[src/rtl/txn_prio_pkg.sv]
package txn_prio_pkg;
    typedef enum logic [1:0] {
        RS_IDLE  = 2'd0,
        RS_WAIT  = 2'd1,
        RS_STALL = 2'd2,
        RS_DOOM  = 2'd3
    } rect_st_e;
endpackage

[src/rtl/txn_prio_track.sv]
module txn_prio_track #(
    parameter int CNT_W = 16
) (
    input  logic             clk_i,
    input  logic             rst_ni,
    input  logic             dyn_i,
    input  logic             active_i,
    input  logic             tx_begin_i,
    input  logic             tx_abort_i,
    input  logic             retire_i,
    input  logic             snoop_valid_i,
    input  logic [CNT_W-1:0] snoop_cnt_i,
    output logic [CNT_W-1:0] stamp_o,
    output logic [CNT_W-1:0] work_o
);
    localparam logic [CNT_W-1:0] CntMax = {CNT_W{1'b1}};

    typedef struct packed {
        logic [CNT_W-1:0] glob;
        logic [CNT_W-1:0] stamp;
        logic [CNT_W-1:0] work;
    } trk_t;

    trk_t s_d, s_q;
    logic             raise;
    logic [CNT_W-1:0] base;
    logic [CNT_W-1:0] base_inc;

    always_comb begin
        s_d      = s_q;
        raise    = snoop_valid_i && !dyn_i && (snoop_cnt_i > s_q.glob);
        base     = raise ? snoop_cnt_i : s_q.glob;
        base_inc = (base == CntMax) ? CntMax : base + 1'b1;
        s_d.glob = base;
        if (tx_begin_i) begin
            s_d.glob  = base_inc;
            s_d.stamp = base_inc;
            s_d.work  = '0;
        end else if (tx_abort_i) begin
            s_d.work = '0;
        end else if (retire_i && active_i && (s_q.work != CntMax)) begin
            s_d.work = s_q.work + 1'b1;
        end
    end

    always_ff @(posedge clk_i or negedge rst_ni) begin
        if (!rst_ni) s_q <= '0;
        else         s_q <= s_d;
    end

    assign stamp_o = s_q.stamp;
    assign work_o  = s_q.work;
endmodule

[src/rtl/txn_prio_cmp.sv]
module txn_prio_cmp #(
    parameter int CNT_W = 16,
    parameter int ID_W  = 3
) (
    input  logic             dyn_i,
    input  logic [CNT_W-1:0] loc_cnt_i,
    input  logic [ID_W-1:0]  loc_id_i,
    input  logic [CNT_W-1:0] rem_cnt_i,
    input  logic [ID_W-1:0]  rem_id_i,
    output logic             local_wins_o
);
    logic id_lower;
    logic cnt_eq;
    logic older;
    logic more_work;

    always_comb begin
        id_lower  = loc_id_i < rem_id_i;
        cnt_eq    = loc_cnt_i == rem_cnt_i;
        older     = (loc_cnt_i < rem_cnt_i) || (cnt_eq && id_lower);
        more_work = (loc_cnt_i > rem_cnt_i) || (cnt_eq && id_lower);
        local_wins_o = dyn_i ? more_work : older;
    end
endmodule

[src/rtl/txn_prio_rectify.sv]
module txn_prio_rectify
    import txn_prio_pkg::*;
(
    input  logic clk_i,
    input  logic rst_ni,
    input  logic active_i,
    input  logic stall_pol_i,
    input  logic tx_begin_i,
    input  logic tx_abort_i,
    input  logic tx_commit_i,
    input  logic conflict_i,
    input  logic conf_req_i,
    input  logic local_wins_i,
    input  logic resp_valid_i,
    input  logic resp_other_i,
    input  logic notice_i,
    output logic abort_o,
    output logic stall_o,
    output logic lose_o
);
    typedef struct packed {
        rect_st_e st;
        logic     abort;
        logic     lose;
    } rect_t;

    rect_t r_d, r_q;

    always_comb begin
        r_d       = r_q;
        r_d.abort = 1'b0;
        r_d.lose  = 1'b0;
        if (tx_begin_i || tx_abort_i || tx_commit_i) begin
            r_d.st = RS_IDLE;
        end else begin
            unique case (r_q.st)
                RS_IDLE: begin
                    if (active_i && conflict_i) begin
                        if (local_wins_i) begin
                            r_d.lose = 1'b1;
                        end else if (!conf_req_i) begin
                            r_d.st = RS_WAIT;
                        end else if (stall_pol_i) begin
                            r_d.st = RS_STALL;
                        end else begin
                            r_d.abort = 1'b1;
                            r_d.st    = RS_DOOM;
                        end
                    end
                end
                RS_STALL: begin
                    if (notice_i) begin
                        r_d.st = RS_IDLE;
                    end else if (conflict_i && !conf_req_i) begin
                        if (local_wins_i) r_d.lose = 1'b1;
                        else              r_d.st   = RS_WAIT;
                    end
                end
                RS_WAIT: begin
                    if (resp_valid_i) begin
                        if (resp_other_i) begin
                            r_d.st = RS_IDLE;
                        end else begin
                            r_d.abort = 1'b1;
                            r_d.st    = RS_DOOM;
                        end
                    end
                end
                default: r_d.st = RS_DOOM;
            endcase
        end
    end

    always_ff @(posedge clk_i or negedge rst_ni) begin
        if (!rst_ni) r_q <= '{st: RS_IDLE, abort: 1'b0, lose: 1'b0};
        else         r_q <= r_d;
    end

    assign abort_o = r_q.abort;
    assign lose_o  = r_q.lose;
    assign stall_o = (r_q.st == RS_STALL);
endmodule

[src/rtl/txn_prio_arbiter.sv]
module txn_prio_arbiter #(
    parameter int CNT_W = 16,
    parameter int ID_W  = 3
) (
    input  logic                  clk_i,
    input  logic                  rst_ni,
    input  logic [ID_W-1:0]       core_id_i,
    input  logic                  cfg_dyn_i,
    input  logic                  cfg_stall_i,
    input  logic                  tx_begin_i,
    input  logic                  tx_commit_i,
    input  logic                  tx_abort_i,
    input  logic                  retire_i,
    input  logic                  snoop_valid_i,
    input  logic [CNT_W+ID_W-1:0] snoop_prio_i,
    input  logic                  conflict_i,
    input  logic                  conf_req_i,
    input  logic                  resp_valid_i,
    input  logic                  resp_other_i,
    input  logic                  notice_i,
    output logic [CNT_W+ID_W-1:0] prio_o,
    output logic                  abort_o,
    output logic                  stall_o,
    output logic                  lose_o
);
    typedef struct packed {
        logic active;
        logic dyn;
        logic stall_pol;
    } ctl_t;

    ctl_t c_d, c_q;

    logic             active_q;
    logic             dyn_q;
    logic             dyn_eff;
    logic [CNT_W-1:0] stamp;
    logic [CNT_W-1:0] work;
    logic [CNT_W-1:0] loc_cnt;
    logic [CNT_W-1:0] rem_cnt;
    logic [ID_W-1:0]  rem_id;
    logic             local_wins;

    always_comb begin
        c_d = c_q;
        if (!c_q.active) begin
            c_d.dyn       = cfg_dyn_i;
            c_d.stall_pol = cfg_stall_i;
        end
        if (tx_begin_i)                    c_d.active = 1'b1;
        else if (tx_abort_i || tx_commit_i) c_d.active = 1'b0;
    end

    always_ff @(posedge clk_i or negedge rst_ni) begin
        if (!rst_ni) c_q <= '0;
        else         c_q <= c_d;
    end

    assign active_q = c_q.active;
    assign dyn_q    = c_q.dyn;
    assign dyn_eff  = c_q.active ? c_q.dyn : cfg_dyn_i;
    assign rem_cnt  = snoop_prio_i[CNT_W+ID_W-1:ID_W];
    assign rem_id   = snoop_prio_i[ID_W-1:0];
    assign loc_cnt  = dyn_eff ? work : stamp;
    assign prio_o   = {loc_cnt, core_id_i};

    txn_prio_track #(.CNT_W(CNT_W)) u_track (
        .clk_i        (clk_i),
        .rst_ni       (rst_ni),
        .dyn_i        (dyn_eff),
        .active_i     (c_q.active),
        .tx_begin_i   (tx_begin_i),
        .tx_abort_i   (tx_abort_i),
        .retire_i     (retire_i),
        .snoop_valid_i(snoop_valid_i),
        .snoop_cnt_i  (rem_cnt),
        .stamp_o      (stamp),
        .work_o       (work)
    );

    txn_prio_cmp #(.CNT_W(CNT_W), .ID_W(ID_W)) u_cmp (
        .dyn_i       (c_q.dyn),
        .loc_cnt_i   (loc_cnt),
        .loc_id_i    (core_id_i),
        .rem_cnt_i   (rem_cnt),
        .rem_id_i    (rem_id),
        .local_wins_o(local_wins)
    );

    txn_prio_rectify u_rect (
        .clk_i       (clk_i),
        .rst_ni      (rst_ni),
        .active_i    (c_q.active),
        .stall_pol_i (c_q.stall_pol),
        .tx_begin_i  (tx_begin_i),
        .tx_abort_i  (tx_abort_i),
        .tx_commit_i (tx_commit_i),
        .conflict_i  (conflict_i),
        .conf_req_i  (conf_req_i),
        .local_wins_i(local_wins),
        .resp_valid_i(resp_valid_i),
        .resp_other_i(resp_other_i),
        .notice_i    (notice_i),
        .abort_o     (abort_o),
        .stall_o     (stall_o),
        .lose_o      (lose_o)
    );
endmodule

[config.mk]
export PLATFORM = sky130hd
export DESIGN_NAME = txn_prio_arbiter
export DESIGN_NICKNAME = d
export VERILOG_FILES = /design/src/rtl/txn_prio_pkg.sv /design/src/rtl/txn_prio_track.sv /design/src/rtl/txn_prio_cmp.sv /design/src/rtl/txn_prio_rectify.sv /design/src/rtl/txn_prio_arbiter.sv
export SDC_FILE = /design/constraint.sdc
export NUM_CORES = 1
export LEC_CHECK = 0
export CAP_MARGIN = 10
export CORE_MARGIN = 3
export CORE_UTILIZATION = 51
export DETAILED_ROUTE_END_ITERATION = 8
export PLACE_DENSITY = 0.78
export SLEW_MARGIN = 10
export SYNTH_ARGS = -nofsm -noshare
export SYNTH_HDL_FRONTEND = slang
export SYNTH_SLANG_ARGS = --single-unit
[constraint.sdc]
create_clock -name clk_i -period 3.45 [get_ports clk_i]
set_input_delay 0.8625 -clock clk_i [delete_from_list [all_inputs] [get_ports clk_i]]
set_output_delay 0.8625 -clock clk_i [all_outputs]
set_load 0.02 [all_outputs]
After elaboration in Yosys (flattened, before gate mapping) --
Index checks and enable logic that the tools add are counted.
Storage, ports and cells: register bits 55, bits of input ports 36, output and inout bits 22, logic and storage cells 74
Cells by class: $add $sub $neg 2, order comparisons 4, eq/ne operators 10, mux-type cells 31, reductions and logical operators 18
Operators by type and width (count):
- 16-bit two-way mux | 6
- 16-bit by 1-bit adder with 16-bit output, second input constant | 2
- 16-bit > comparator | 2
- 32-bit two-way mux | 1
- 16-bit equality test | 1
- 16-bit equality test, second input constant | 1
- 16-bit < comparator | 1
- 16-bit != test, second input constant | 1
- 2-bit two-way mux | 7
- 1-bit two-way mux | 11
- 1-bit logical AND | 7
- 3-bit two-way mux | 2
- 3-bit by 2-bit != test with 1-bit output, second input constant | 2
- 2-bit one-hot mux with 3 select lines | 1
- 1-bit logical OR | 5
- 5-bit AND reduction | 1
- 4-bit two-way mux | 1
- 4-bit by 2-bit != test with 1-bit output, second input constant | 1
- 4-bit by 3-bit != test with 1-bit output, second input constant | 1
- 1-bit one-hot mux with 2 select lines | 2
- 3-bit < comparator | 1
- 3-bit by 1-bit != test with 1-bit output, second input constant | 1
- 3-bit nonzero test | 1
- 2-bit by 1-bit equality test with 1-bit output, second input constant | 1
- 4 further kinds | 5

Logic depth before layout (Yosys ltp) --
depth in word-level cells 11, gate-level depth with buffers 21, mapped depth without buffers 18

By module --
A second synthesis with hierarchy kept.
Second synthesis, totals: cells, all modules 576, area total of the unflattened synthesis 4916.0 um2
Modules (own cells, without submodules):
- txn_prio_track | times used 1, cells each 443, area an instance 3728.6 um2
- txn_prio_cmp | times used 1, cells each 74, area an instance 524.3 um2
- txn_prio_arbiter | times used 1, cells each 28, area an instance 372.9 um2
- txn_prio_rectify | times used 1, cells each 31, area an instance 290.3 um2

Worst setup path after synthesis --
No wires, ideal clock.
path type input to register, start input snoop_prio_i[18], end register u_track.s_q, in the netlist u_track.stamp_o[13], setup time 83 ps, arrival 4094 ps, setup slack -727 ps, cell stages on the path 18, buffers on the path 3, cells stage by stage ha_1 nand4_1 nor4_2 a22o_1 o31ai_1 buf_6 buf_2 o21ai_0 ha_1 nand3_1 nor2_1 and4_1 buf_1 nand2_1 mux2_2 a31oi_1 a22oi_1 o21ai_0
Between the ends: cells in the longest elaborated chain, start to end 5, elaborated cells on any way between the ends 6
RTL lines:
- from (decl) | RTL line txn_prio_arbiter.sv:15 | input logic [CNT_W+ID_W-1:0] snoop_prio_i,
- 16-bit > comparator | RTL line txn_prio_track.sv:31 | raise = snoop_valid_i && !dyn_i && (snoop_cnt_i > s_q.glob);
- 1-bit logical AND | RTL line txn_prio_track.sv:31
- 16-bit two-way mux (*) | RTL line txn_prio_track.sv:32 | base = raise ? snoop_cnt_i : s_q.glob;
- 16-bit by 1-bit adder with 16-bit output or 16-bit equality test (tied branches) | RTL line txn_prio_track.sv:33 | base_inc = (base == CntMax) ? CntMax : base + 1'b1;
- 16-bit two-way mux (*) | RTL line txn_prio_track.sv:33
- to (signal assigned) | RTL line txn_prio_track.sv:47 | if (!rst_ni) s_q <= '0;
- to (signal assigned) | RTL line txn_prio_track.sv:48 | else s_q <= s_d;
- to (decl) | RTL line txn_prio_track.sv:24 | trk_t s_d, s_q;
Every way passes the cells marked *; elsewhere a longest branch is shown, timed or not. A chain may end at the register's enable or synchronous reset.

==> reports/results.md <==
## Clocking
• **Clk pin slew, worst setup/hold paths** 0.12 ns
• **number of buffers created by CTS** 5
• **maximum number of buffers from clock root to sink** 2
• **CTS tree** done
• **# clock sinks** 55
• **H-tree Lvls** 2
• **later-pin clock latency in the skew report** 0.34 ns
• **clock root buffer master** sky130_fd_sc_hd__clkbuf_8

## Setup path
• **reg-to-reg setup timing slack** -0.29 ns
• **category of the worst setup path launch point** input pin
• **Crit path arrival time** 4.05 ns
• **cell with the most instances on the worst path** sky130_fd_sc_hd__buf_6
• **chain of cells forming the critical path** buf_6 > ha_4 > nand4_1 > buf_6 > a21oi_1 > o31ai_4 > buf_6 > o21ai_4 > ha_4 > nand3_4 > nor2_4 > nand4_1 > buf_4 > mux2i_4 > or3b_1 > a22o_1
• **Worst Path Required** 3.68 ns
• **first element of the critical path** snoop_prio_i[18]
• **Slowest Stage Delay on Critical Path** 0.53 ns
• **Critical Path Slowest Stage Cell** sky130_fd_sc_hd__a21oi_1
• **capturing point of the worst reg2reg path** u_track.s_q[44]$_DFF_PN0_
• **Critical Path Sink Type** register
• **Critical path buffers and inverters** 4
• **startpoint of the worst-slack reg-to-reg timing path** u_track.s_q[47]$_DFF_PN0_
• **Worst Reg2Reg Path Length in Cells** 16
• **category of cells accounting for the largest share of critical-path delay** compound AO/OA/AOI/OAI gates
• **largest fanout on the critical path** 4
• **Setup Crit Path Kind** input pin to register

## Floorplanning
• **top-level port count** 58
• **number of core rows** 34
• **Die Outline Area** 10,300 um^2
• **height of the chip** 101 um
• **Die Span X** 101 um
• **initial standard-cell utilization of the core** 52.8%
• **core region area** 8810 um^2

## GRT
• **sum of overflow across all layers after global routing** 0
• **global-route usage over all layers** 30.9%
• **number of global-route vias before repair** 5,224
• **wire length of the first global-routing pass** 25,200 um
• **number of antenna violations at the first check in global routing** 0
• **pin count of the biggest net entering global routing** 66

## Detailed routing
• **Routed WL** 18,600 um
• **TritonRoute pass-1 iters** 5
• **post-route ant nets** 0
• **via density per instance** 6.67
• **violation count after the first detailed-routing iteration** 595
• **final routed wire length divided by cell count** 22.6 um
• **detailed-route DRC error count** 0
• **overall via count from detail_route** 5,494

## Yosys
• **Most used DFF post-synth** sky130_fd_sc_hd__dfrtp_1
• **number of enable flip-flop cells after synthesis** 0
• **synthesized netlist cell count** 559
• **cell area after synthesis** 4650 um^2
• **sequential element share of the synthesized area** 29.6%
• **share of flip-flops with an asynchronous set or reset after synthesis** 100%
• **Yosys reg bits** 55
• **mean post-synth cell area** 8.32 um^2
• **count of cell types in the netlist** 56
• **Yosys warning count** 0
• **post-synth net total** 631

## Power and ir drop
• **largest vdd supply drop** 0.390 mV
• **Leak** 3.22 nW
• **P per Cell Area** 553 nW/um^2

## Run status
• **failing checks** setup timing
• **run status** finished with violations

## STA
• **number of max-slew violations in the final report** 0
• **Achievable Freq** 262 MHz
• **post-layout worst setup margin** -0.370 ns
• **total of endpoints with negative setup slack in the final report** 36
• **final hold slack** 0.515 ns
• **Slew HR** 46.5%
• **fin crit share** 111%
• **min cycle time layout** 3.82 ns
• **slew at the pin closest to its max-slew limit** 0.800 ns
• **summed negative setup slack over all endpoints** -7.25 ns
• **Worst Clk Skew** 0.0125 ns
• **unrepaired setup endpoints after global routing** true
• **Final Hold Viols** 0

## Run
• **max cap viols** 0

## Hold path
• **Hold Crit Class** input pin to asynchronous set/reset pin

## Final layout
• **number of antenna cells inserted** 0
• **fill cell count** 507
• **total area of multi-input combinational cells** 3730 um^2
• **final net count** 787
• **total area of sequential cells** 1380 um^2
• **share of post-route cells with drive strength above 1** 35.6%
• **Area Growth Syn to Fin** 52.2%

## Placed design
• **last weighted congestion value of the routability-driven placer** 0.908
• **half-perimeter wire length after placement** 10,500 um
• **number of buffer cells added on primary ports** 57

## layout by cell type, fill, tap and decap left out, types with 17 or more instances in the layout
master / netlist / layout
sky130_fd_sc_hd__buf_6: 2 / 21
sky130_fd_sc_hd__nor2_1: 63 / 54
sky130_fd_sc_hd__mux2_4: 1 / 18
sky130_fd_sc_hd__nand2_1: 59 / 54
sky130_fd_sc_hd__o21ai_0: 25 / 18
sky130_fd_sc_hd__dfrtp_1: 55 / 53
sky130_fd_sc_hd__a21oi_1: 40 / 25
sky130_fd_sc_hd__ha_4: 0 / 27
sky130_fd_sc_hd__xnor2_1: 19 / 17
sky130_fd_sc_hd__inv_1: 41 / 39
sky130_fd_sc_hd__clkdlybuf4s50_1: 0 / 39
sky130_fd_sc_hd__buf_4: 3 / 98
sky130_fd_sc_hd__mux2i_1: 28 / 28
## routing by layer
layer / up-vias / part of all wire, % / track usage (%)
met4: 0 / 7.3 / 16.1
met3: 155 / 9.9 / 5.58
met5: - / 0 / 0
li1: 2290 / - / -
met1: 2600 / 35 / 37.1
met2: 449 / 48 / 52.6
## power by group
part | leakage, nW | switching, mW | internal (mW)
Combinational | 2.48 | 1.28 | 1.22
Clock | 0.0461 | 0.265 | 0.148
Sequential | 0.691 | 0.177 | 0.818
Total | 3.22 | 1.72 | 2.19
## cells by family after synthesis
group / count (synthesis) / share of synthesized area, %
AO/OA/AOI/OAI: 117 / 15.9
XOR/XNOR: 32 / 6.03
adder cells (fa/ha/maj): 36 / 9.69
buffers and inverters: 66 / 6.11
flip-flops: 55 / 29.6
multiplexers: 49 / 11.7
AND/OR/NAND/NOR: 204 / 21.0
## final cells by class
cell class | instances | area share [%]
Multi-Input combinational cell | 438 | 52.8
Timing Repair Buffer | 174 | 22.4
Sequential cell | 55 | 19.5
Inverter | 41 | 2.18
Tap cell | 108 | 1.91
Clock buffer | 5 | 0.973
Clock inverter | 3 | 0.336
## registers in the layout, summed over array words and instances, names as in the netlist
signal           cells
c_q                  1
u_track.work_o      16
u_rect.r_q           2
u_track.stamp_o     16
active_q             1
u_track.s_q         16
u_rect.abort_o       1
dyn_q                1
u_rect.lose_o        1
## synth_stat cells, types with 3 or more instances
library cell	n	area, um^2
sky130_fd_sc_hd__and4_1	5	43.8
sky130_fd_sc_hd__o21ai_0	25	125
sky130_fd_sc_hd__nand3_1	15	75.1
sky130_fd_sc_hd__dfrtp_1	55	1380
sky130_fd_sc_hd__nor2_1	63	236
sky130_fd_sc_hd__xor2_1	13	114
sky130_fd_sc_hd__nand3b_1	3	22.5
sky130_fd_sc_hd__and3_1	14	87.6
sky130_fd_sc_hd__a21oi_1	40	200
sky130_fd_sc_hd__nand4_1	15	93.8
sky130_fd_sc_hd__buf_2	8	40.0
sky130_fd_sc_hd__or3_1	3	18.8
sky130_fd_sc_hd__a31oi_1	9	56.3
sky130_fd_sc_hd__inv_1	41	154
sky130_fd_sc_hd__nor2b_1	3	18.8
sky130_fd_sc_hd__mux2i_1	28	280
sky130_fd_sc_hd__o21bai_1	4	30.0
sky130_fd_sc_hd__and2_1	3	18.8
sky130_fd_sc_hd__buf_4	3	22.5
sky130_fd_sc_hd__mux2_2	18	203
sky130_fd_sc_hd__o22a_1	4	35.0
sky130_fd_sc_hd__nand2_1	59	221
sky130_fd_sc_hd__xnor2_1	19	166
sky130_fd_sc_hd__a221oi_1	5	43.8
sky130_fd_sc_hd__a211oi_1	3	22.5
sky130_fd_sc_hd__clkbuf_1	10	37.5
sky130_fd_sc_hd__o211ai_1	4	30.0
sky130_fd_sc_hd__a21o_1	3	22.5
sky130_fd_sc_hd__o31ai_1	4	30.0
sky130_fd_sc_hd__nor3_1	9	45.0
sky130_fd_sc_hd__ha_1	36	450
## stage by stage
step	total power [mW]	worst slack (ns)	util, %	cell area (um^2)	cells
2_1_floorplan	2.08	-0.311	-	4840	559
3_3_place_gp	2.72	-0.672	68.8	6050	784
3_5_place_dp	2.81	-0.809	68.8	6050	784
4_1_cts	3.51	-0.131	76.2	6710	816
5_1_grt	4.10	-0.391	80.3	7080	824
6_report	3.91	-0.370	80.3	7080	824
## how the worst max path moves through the flow
stage                                       to  slack [ns]  depth (start not counted)
6_report             u_track.s_q[44]$_DFF_PN0_       -0.37                         16
5_1_grt              u_track.s_q[44]$_DFF_PN0_       -0.39                         16
4_1_cts        u_track.stamp_o[15]$_DFFE_PN0P_       -0.13                         17
3_5_place_dp   u_track.stamp_o[13]$_DFFE_PN0P_       -0.81                         16
3_3_place_gp   u_track.stamp_o[13]$_DFFE_PN0P_       -0.67                         15
2_1_floorplan        u_track.s_q[33]$_DFF_PN0_       -0.31                         16
## what timing repair did
item,4_1_cts,5_1_grt
pin swaps,45,44
gates resized for setup,123,68
endpoints found under the setup margin,49,36
buffers inserted,22,11
cloned,2,1
hold buffers,0,0
Power figures use the tool's default switching activity.
